==> config.mk <==
export PLATFORM = sky130hd
export DESIGN_NAME = zs_access_unit
export DESIGN_NICKNAME = d
export VERILOG_FILES = /design/src/rtl/zs_pkg.sv /design/src/rtl/zs_addr_gen.sv /design/src/rtl/zs_field_merge.sv /design/src/rtl/zs_seq.sv /design/src/rtl/zs_access_unit.sv
export SDC_FILE = /design/constraint.sdc
export NUM_CORES = 1
export LEC_CHECK = 0
export ABC_CLOCK_PERIOD_IN_PS = 7700
export BUFFER_PORTS_ARGS = -buffer_cell sky130_fd_sc_hd__buf_2
export CAP_MARGIN = 20
export CORE_ASPECT_RATIO = 1.75
export CORE_MARGIN = 5
export CORE_UTILIZATION = 53
export CTS_CLUSTER_DIAMETER = 60
export CTS_CLUSTER_SIZE = 10
export DETAILED_ROUTE_END_ITERATION = 8
export PLACE_DENSITY = 0.76
export SLEW_MARGIN = 20
export SYNTH_ARGS = -nofsm -noshare
export SYNTH_HDL_FRONTEND = slang
export SYNTH_SLANG_ARGS = --single-unit
export TNS_END_PERCENT = 30
==> constraint.sdc <==
create_clock -name clk -period 7.7 [get_ports clk]
set_input_delay 1.155 -clock clk [delete_from_list [all_inputs] [get_ports clk]]
set_output_delay 1.155 -clock clk [all_outputs]
set_load 0.03 [all_outputs]
==> src/rtl/zs_pkg.sv <==
// zs_pkg: shared widths and the sequencer state type for the depth-stencil
// access unit. Assumes a 32-bit memory word holding 24 depth + 8 stencil bits.
package zs_pkg;
    localparam int WORD_W  = 32;
    localparam int HALF_W  = 16;
    localparam int DEPTH_W = 24;
    localparam int STEN_W  = 8;

    typedef enum logic [2:0] {
        ST_IDLE   = 3'd0,
        ST_DECIDE = 3'd1,
        ST_RD     = 3'd2,
        ST_WR     = 3'd3,
        ST_RSP    = 3'd4
    } zs_state_e;
endpackage

==> src/rtl/zs_addr_gen.sv <==
// zs_addr_gen: byte address of one pixel in a linear or tiled depth surface,
// plus the pitch legality flag for tiled mode. Purely combinational.
// Assumes x, y already include the window origin and AW >= 13.
module zs_addr_gen #(
    parameter int XW = 12,
    parameter int YW = 12,
    parameter int PW = 12,
    parameter int AW = 32
) (
    input  logic [XW-1:0] x,
    input  logic [YW-1:0] y,
    input  logic [PW-1:0] pitch,
    input  logic          fmt32,
    input  logic          linear,
    output logic [AW-1:0] addr,
    output logic          pitch_ok
);
    logic [AW-1:0] lin_idx;
    logic [AW-1:0] tile32;
    logic [AW-1:0] tile16;
    logic [AW-1:0] lin_addr;
    logic [AW-1:0] til_addr32;
    logic [AW-1:0] til_addr16;

    // Linear pixel index and its byte address for either pixel size
    always_comb begin
        lin_idx  = AW'(x) + AW'(y) * AW'(pitch);
        lin_addr = fmt32 ? {lin_idx[AW-3:0], 2'b00} : {lin_idx[AW-2:0], 1'b0};
    end

    // Tile indices: 16x16 tiles for 32-bit pixels, 32x16 tiles for 16-bit pixels
    always_comb begin
        tile32 = AW'(y[YW-1:4]) * AW'(pitch[PW-1:4]) + AW'(x[XW-1:4]);
        tile16 = AW'(y[YW-1:4]) * AW'(pitch[PW-1:5]) + AW'(x[XW-1:5]);
    end

    // Bit interleave of coordinates and tile index inside each 4 KiB group
    always_comb begin
        til_addr32 = {tile32[AW-11:2], x[3] ^ y[4], y[3], tile32[1:0],
                      x[4] ^ y[2], y[1:0], x[2:0], 2'b00};
        til_addr16 = {tile16[AW-11:2], x[4] ^ y[4], y[3], tile16[1:0],
                      x[3], y[2:0], x[2:0], 1'b0};
    end

    // Final address select and tiled pitch alignment check
    always_comb begin
        if (linear)     addr = lin_addr;
        else if (fmt32) addr = til_addr32;
        else            addr = til_addr16;
        pitch_ok = linear | (fmt32 ? (pitch[3:0] == 4'd0) : (pitch[4:0] == 5'd0));
    end
endmodule

==> src/rtl/zs_field_merge.sv <==
// zs_field_merge: builds the word written back for a depth or stencil update
// and extracts the returned field from a read word. Combinational.
// Assumes packed layout: depth in the low DEPTH_W bits, stencil above it.
module zs_field_merge import zs_pkg::*; (
    input  logic               fmt32,
    input  logic               sten,
    input  logic [WORD_W-1:0]  old_word,
    input  logic [DEPTH_W-1:0] new_val,
    output logic [WORD_W-1:0]  wr_word,
    output logic [WORD_W-1:0]  rd_val
);
    // Per-format merge of the new field and extraction of the read field
    always_comb begin
        if (!fmt32) begin
            wr_word = {{(WORD_W-HALF_W){1'b0}}, new_val[HALF_W-1:0]};
            rd_val  = {{(WORD_W-HALF_W){1'b0}}, old_word[HALF_W-1:0]};
        end else if (sten) begin
            wr_word = {new_val[STEN_W-1:0], old_word[DEPTH_W-1:0]};
            rd_val  = {{(WORD_W-STEN_W){1'b0}}, old_word[WORD_W-1:DEPTH_W]};
        end else begin
            wr_word = {old_word[WORD_W-1:DEPTH_W], new_val};
            rd_val  = {{STEN_W{1'b0}}, old_word[DEPTH_W-1:0]};
        end
    end
endmodule

==> src/rtl/zs_seq.sv <==
// zs_seq: request sequencer. Accept, decide (error / read first / write only),
// memory read, memory write, respond. Holds one request at a time so a
// read-modify-write cannot be split by another request.
module zs_seq import zs_pkg::*; (
    input  logic      clk,
    input  logic      rst_n,
    input  logic      accept,
    input  logic      err,
    input  logic      need_rd,
    input  logic      is_wr,
    input  logic      mem_ack,
    input  logic      rsp_ready,
    output zs_state_e state
);
    zs_state_e nxt;

    // Next-state selection
    always_comb begin
        nxt = state;
        unique case (state)
            ST_IDLE:   if (accept) nxt = ST_DECIDE;
            ST_DECIDE: nxt = err ? ST_RSP : (need_rd ? ST_RD : ST_WR);
            ST_RD:     if (mem_ack) nxt = is_wr ? ST_WR : ST_RSP;
            ST_WR:     if (mem_ack) nxt = ST_RSP;
            ST_RSP:    if (rsp_ready) nxt = ST_IDLE;
            default:   nxt = ST_IDLE;
        endcase
    end

    // State register with synchronous reset
    always_ff @(posedge clk) begin
        if (!rst_n) state <= ST_IDLE;
        else        state <= nxt;
    end
endmodule

==> src/rtl/zs_access_unit.sv <==
// zs_access_unit: per-pixel depth/stencil access to a tiled or linear depth
// surface over a req/ack memory port with a valid/ready response.
// Assumes the memory returns halfword data in the low 16 bits and that
// surface configuration is valid in the request acceptance cycle.
module zs_access_unit import zs_pkg::*; #(
    parameter int XW = 12,
    parameter int YW = 12,
    parameter int PW = 12,
    parameter int AW = 32
) (
    input  logic               clk,
    input  logic               rst_n,
    input  logic               req_valid,
    output logic               req_ready,
    input  logic               req_write,
    input  logic               req_stencil,
    input  logic               req_fmt32,
    input  logic [XW-1:0]      req_x,
    input  logic [YW-1:0]      req_y,
    input  logic [DEPTH_W-1:0] req_wdata,
    input  logic               cfg_linear,
    input  logic [PW-1:0]      cfg_pitch,
    input  logic [XW-1:0]      cfg_org_x,
    input  logic [YW-1:0]      cfg_org_y,
    output logic               mem_req,
    output logic               mem_we,
    output logic               mem_size,
    output logic [AW-1:0]      mem_addr,
    output logic [WORD_W-1:0]  mem_wdata,
    input  logic               mem_ack,
    input  logic [WORD_W-1:0]  mem_rdata,
    output logic               rsp_valid,
    input  logic               rsp_ready,
    output logic [WORD_W-1:0]  rsp_data,
    output logic               rsp_err
);
    zs_state_e          state;
    logic               accept;
    logic               op_write;
    logic               op_sten;
    logic               op_fmt32;
    logic               op_linear;
    logic [XW-1:0]      op_x;
    logic [YW-1:0]      op_y;
    logic [PW-1:0]      op_pitch;
    logic [DEPTH_W-1:0] op_wdata;
    logic [WORD_W-1:0]  rd_word;
    logic               pitch_ok;
    logic               op_err;
    logic [WORD_W-1:0]  merged;
    logic [WORD_W-1:0]  field;

    assign accept = req_valid & req_ready;

    // Capture request and surface settings, with origin already added
    always_ff @(posedge clk) begin
        if (!rst_n) begin
            op_write  <= 1'b0;
            op_sten   <= 1'b0;
            op_fmt32  <= 1'b0;
            op_linear <= 1'b0;
            op_x      <= '0;
            op_y      <= '0;
            op_pitch  <= '0;
            op_wdata  <= '0;
        end else if (accept) begin
            op_write  <= req_write;
            op_sten   <= req_stencil;
            op_fmt32  <= req_fmt32;
            op_linear <= cfg_linear;
            op_x      <= req_x + cfg_org_x;
            op_y      <= req_y + cfg_org_y;
            op_pitch  <= cfg_pitch;
            op_wdata  <= req_wdata;
        end
    end

    // Hold the memory word returned by the read phase
    always_ff @(posedge clk) begin
        if (!rst_n)                           rd_word <= '0;
        else if (state == ST_RD && mem_ack)   rd_word <= mem_rdata;
    end

    zs_addr_gen #(.XW(XW), .YW(YW), .PW(PW), .AW(AW)) u_addr (
        .x        (op_x),
        .y        (op_y),
        .pitch    (op_pitch),
        .fmt32    (op_fmt32),
        .linear   (op_linear),
        .addr     (mem_addr),
        .pitch_ok (pitch_ok)
    );

    zs_field_merge u_merge (
        .fmt32    (op_fmt32),
        .sten     (op_sten),
        .old_word (rd_word),
        .new_val  (op_wdata),
        .wr_word  (merged),
        .rd_val   (field)
    );

    // Refuse stencil in 16-bit format and misaligned tiled pitch
    assign op_err = (op_sten & ~op_fmt32) | ~pitch_ok;

    zs_seq u_seq (
        .clk       (clk),
        .rst_n     (rst_n),
        .accept    (accept),
        .err       (op_err),
        .need_rd   (~op_write | op_fmt32),
        .is_wr     (op_write),
        .mem_ack   (mem_ack),
        .rsp_ready (rsp_ready),
        .state     (state)
    );

    // Port decode from sequencer state
    always_comb begin
        req_ready = (state == ST_IDLE);
        mem_req   = (state == ST_RD) || (state == ST_WR);
        mem_we    = (state == ST_WR);
        mem_size  = op_fmt32;
        mem_wdata = (state == ST_WR) ? merged : '0;
        rsp_valid = (state == ST_RSP);
        rsp_err   = rsp_valid & op_err;
        rsp_data  = (rsp_valid && !op_write && !op_err) ? field : '0;
    end
endmodule

==> metrics.md <==
| Metric | Value |
|---|---|
| Status | `completed` |
| Buffer cell driving the clock tree root | `sky130_fd_sc_hd__clkbuf_16` |
| Standard-cell rows | `78` |
| Combinational share of power | `50.0%` |
| Bufs and invs on worst path | `5` |
| Synthesized area | `0.0140 sq mm` |
| First-pass iteration count of the detailed router | `5` |
| Minimum setup slack after placement | `0.618 ns` |
| Fraction of layout cells with a size suffix above 1 | `15.1%` |
| CTS H-tree depth | `3` |
| Post-Route WL | `40900 um` |
| Hold crit path type | `flip-flop to flip-flop` |
| First-pass GRT wire length | `65400 um` |
| Detailed-route vias per instance | `5.53` |
| DRC violations left | `0` |
| Final worst slack | `0.333 ns` |
| Power per cell area | `150 mW/mm^2` |
| Post-synth EDFFs | `0` |
| Synth unique cells | `72` |
| Global-route total usage across every layer | `27.4%` |
| Maximum vdd drop | `0.222 mV` |
| Maximum number of pins on one net before global-route repair | `64` |
| NetSw | `1020 uW` |
| Proportion of synthesized flip-flops having asynchronous set or reset | `0%` |
| Setup-violating endpoint count in the final report | `0` |
| Most frequent cells in the layout | `sky130_fd_sc_hd__nand2_1 (313), sky130_fd_sc_hd__inv_1 (290), sky130_fd_sc_hd__buf_2 (211)` |
| Worst-Margin Slew | `0.936 ns` |
| Average footprint of a synthesized cell | `8.05 sq um` |
| Switching fraction of total power | `43.7%` |
| TritonCTS Buffers | `9` |
| Final-layout setup total negative slack | `0 ns` |
| Final instance area | `0.0155 sq mm` |
| Signal arrival time at the worst endpoint | `6.21 ns` |
| Die span in y | `225 um` |
| Area growth from synthesis to layout | `11.0%` |
| Leakage power total | `0.00774 uW` |
| Overflow left after global routing | `0` |
| Number of clock sinks seen by CTS | `99` |
| Post-Synthesis Cells | `1734` |
| Required time of the critical path | `6.55 ns` |
| Hold-fix buffers, CTS | `0` |
| TritonCTS clock tree | `built` |
| Final worst path period share | `95.7%` |
| Critical path's most frequent cell | `sky130_fd_sc_hd__fa_1` |
| Relative max-transition margin | `37.6%` |
| Part of the power in registers | `28.7%` |
| Layout Nets | `2299` |
| Die Footprint | `0.0298 sq mm` |
| Slowest cell on the critical path | `sky130_fd_sc_hd__fa_1` |
| Kind of end point of the critical path | `output port` |
| Most instantiated flip-flop cell in the synthesis netlist | `sky130_fd_sc_hd__dfxtp_1` |
| CP Cell Sequence | `and2_1, fa_1, inv_1, fa_1, inv_1, fa_1, inv_1, fa_1, fa_1, inv_1, ha_1, a21oi_1, o22ai_2, o2111ai_2, a211oi_2, nor2_2, o21ai_4, xnor2_1, mux4_2, buf_2` |
| Highest attainable clock frequency | `0.136 GHz` |
| Setup repair after global routing missed its margin | `false` |
| Detail-routed net length per standard cell | `18.5 um` |
| Crit Path Class | `flip-flop to output port` |
| Clock transition at the registers of the reported paths | `0.07 ns` |
| Max Cap Violations | `0` |
| Via count | `12.2k` |
| Max Fanout on Critical Path | `14` |
| CP top delay family | `adder cells` |
| Placed standard-cell area | `0.0151 sq mm` |
| Final hold violation count | `0` |
| Die W | `133 um` |
| Tmin final | `7.37 ns` |
| Flop and latch count out of synthesis | `99` |
| Number of global-route vias before repair | `13.1k` |
| Fraction of the yosys area taken by sequential cells | `14.2%` |
| DP HPWL | `33800 um` |
| Total of warnings raised by yosys | `0` |
| Antenna diode count | `0` |
| Initial antenna violation count | `1` |
| Internal power consumption | `1310 uW` |
| Number of top-level pins | `227` |
| Floorplan core area | `0.0260 sq mm` |
| Longest individual stage delay on the worst path | `0.54 ns` |
| Routability Congestion | `0.957` |
| Clock share of power | `21.2%` |
| Number of DRC markers in iteration 0 | `658` |
| Kind of launch point of the worst setup path | `flip-flop` |
| Number of pins exceeding their max-slew limit in the final report | `0` |
| Antenna violation net count after detailed routing | `0` |
| Input/output buffers | `212` |
| CTS Buffer Depth | `2` |
| Setup skew after layout | `0.00466 ns` |
| Clk_lat worst skew | `0.34 ns` |
| R2R setup slack | `5.50 ns` |
| Most common cell after layout, fill and taps aside | `sky130_fd_sc_hd__nand2_1` |
| Initial Util | `53.8%` |
[tightest hold or removal path: cells and delay by family (launching register included)]
| kind | cells | cell delay, ns |
|---|---|---|
| compound gates | 1 | 0.05 |
| flops | 1 | 0.31 |
| simple gates | 1 | 0.05 |
[state kept, by name (all words and copies together) (netlist names), 3 cells and up]
register / flops
op_pitch: 12
op_wdata: 24
op_x: 12
op_y: 12
rd_word: 32
u_seq.state: 3
[layout make-up]
class                           instances  area [sq um]
Tap cell                              320           400
Fill cell                            2363         10500
Timing Repair Buffer                  224          1150
Sequential cell                        99          2000
Inverter                              290          1090
Multi-Input combinational cell       1260         10500
Clock buffer                           12           256
Clock inverter                          4          72.6
[per-stage QoR]
| stage | total power [uW] | std cells | util, % | hold WS, ns |
|---|---|---|---|---|
| finish | 2330 | 2209 | 59.7 | 0.456 |
| global placement | 1800 | 2193 | 58.3 | 0.441 |
| floorplan | 1500 | 1747 | - | 0.434 |
| CTS | 2330 | 2209 | 59.6 | 0.457 |
| global route | 2500 | 2209 | 59.7 | 0.479 |
| detailed placement | 1840 | 2193 | 58.3 | 0.448 |
[layer usage]
layer  vias up  global-route usage (%)  share of wire (%)  routed length [um]
met4         2                    14.4                5.5                2260
li1       5789                       -                  -                   -
met5         -                       0              0.032                  13
met1      5899                    28.9                 36               14700
met3       120                    3.45                5.0                2030
met2       413                    52.5                 54               22000
[repair_timing]
item | in CTS | in global routing
gates resized for setup | 0 | 16
setup endpoints to repair | 0 | 3
buffers inserted | 0 | 0
[cell families (layout without fill, tap and decap cells)]
logic type	after synthesis	after routing	share of synthesized area (%)
DFF	99	99	14.2
buffers and inverters	388	530	10.9
AOI/OAI and AO/OA	294	294	14.3
muxes	37	37	4.01
and+or+nand+nor	572	572	18.8
xor gates and xnor gates	53	53	3.33
adders and majority gates	290	290	34.4
other	1	14	0.0269
[power groups by stage]
| stage | clock [uW] | combinational (uW) | sequential [uW] |
|---|---|---|---|
| final | 494 | 1160 | 669 |
| after global routing | 516 | 1300 | 676 |
| after CTS | 498 | 1170 | 662 |
| after detailed placement | 0 | 1160 | 674 |
| after global placement | 0 | 1130 | 669 |
| after floorplan | 0 | 887 | 611 |
[worst paths after layout]
kind,from,cells past startpoint,endpoint
max,op_pitch[2],20,mem_addr[24]
min,op_wdata[17],2,op_wdata[17]
max reg2reg,op_pitch[0],8,u_seq.state[0]
min reg2reg,op_wdata[17],2,op_wdata[17]
[synth_stat cells (3+ instances only)]
master | count | area share (%)
sky130_fd_sc_hd__a211oi_1 | 13 | 0.70
sky130_fd_sc_hd__a21boi_0 | 68 | 3.7
sky130_fd_sc_hd__a21boi_1 | 10 | 0.54
sky130_fd_sc_hd__a21o_1 | 16 | 0.86
sky130_fd_sc_hd__a21oi_1 | 67 | 2.4
sky130_fd_sc_hd__a31oi_1 | 7 | 0.31
sky130_fd_sc_hd__a41oi_1 | 3 | 0.19
sky130_fd_sc_hd__and2_1 | 122 | 5.5
sky130_fd_sc_hd__and3_1 | 5 | 0.22
sky130_fd_sc_hd__buf_1 | 3 | 0.081
sky130_fd_sc_hd__buf_2 | 3 | 0.11
sky130_fd_sc_hd__buf_4 | 15 | 0.81
sky130_fd_sc_hd__clkbuf_1 | 76 | 2.0
sky130_fd_sc_hd__dfxtp_1 | 99 | 14
sky130_fd_sc_hd__fa_1 | 157 | 23
sky130_fd_sc_hd__ha_1 | 133 | 12
sky130_fd_sc_hd__inv_1 | 290 | 7.8
sky130_fd_sc_hd__mux2i_1 | 21 | 1.5
sky130_fd_sc_hd__mux4_2 | 15 | 2.4
sky130_fd_sc_hd__nand2_1 | 314 | 8.4
sky130_fd_sc_hd__nand2b_1 | 7 | 0.31
sky130_fd_sc_hd__nand3_1 | 13 | 0.47
sky130_fd_sc_hd__nand4_1 | 3 | 0.13
sky130_fd_sc_hd__nand4b_1 | 6 | 0.38
sky130_fd_sc_hd__nor2_1 | 64 | 1.7
sky130_fd_sc_hd__nor2b_1 | 5 | 0.22
sky130_fd_sc_hd__nor3_1 | 16 | 0.57
sky130_fd_sc_hd__nor3b_1 | 3 | 0.16
sky130_fd_sc_hd__o211ai_1 | 3 | 0.16
sky130_fd_sc_hd__o21a_1 | 10 | 0.54
sky130_fd_sc_hd__o21ai_0 | 44 | 1.6
sky130_fd_sc_hd__o21ai_1 | 6 | 0.22
sky130_fd_sc_hd__o21bai_1 | 3 | 0.16
sky130_fd_sc_hd__o22ai_1 | 5 | 0.22
sky130_fd_sc_hd__o31a_1 | 4 | 0.25
sky130_fd_sc_hd__o31ai_1 | 3 | 0.16
sky130_fd_sc_hd__o41ai_1 | 3 | 0.19
sky130_fd_sc_hd__or3_1 | 6 | 0.27
sky130_fd_sc_hd__xnor2_1 | 33 | 2.1
sky130_fd_sc_hd__xor2_1 | 20 | 1.3
No activity file was read; power rests on OpenSTA's default activity.
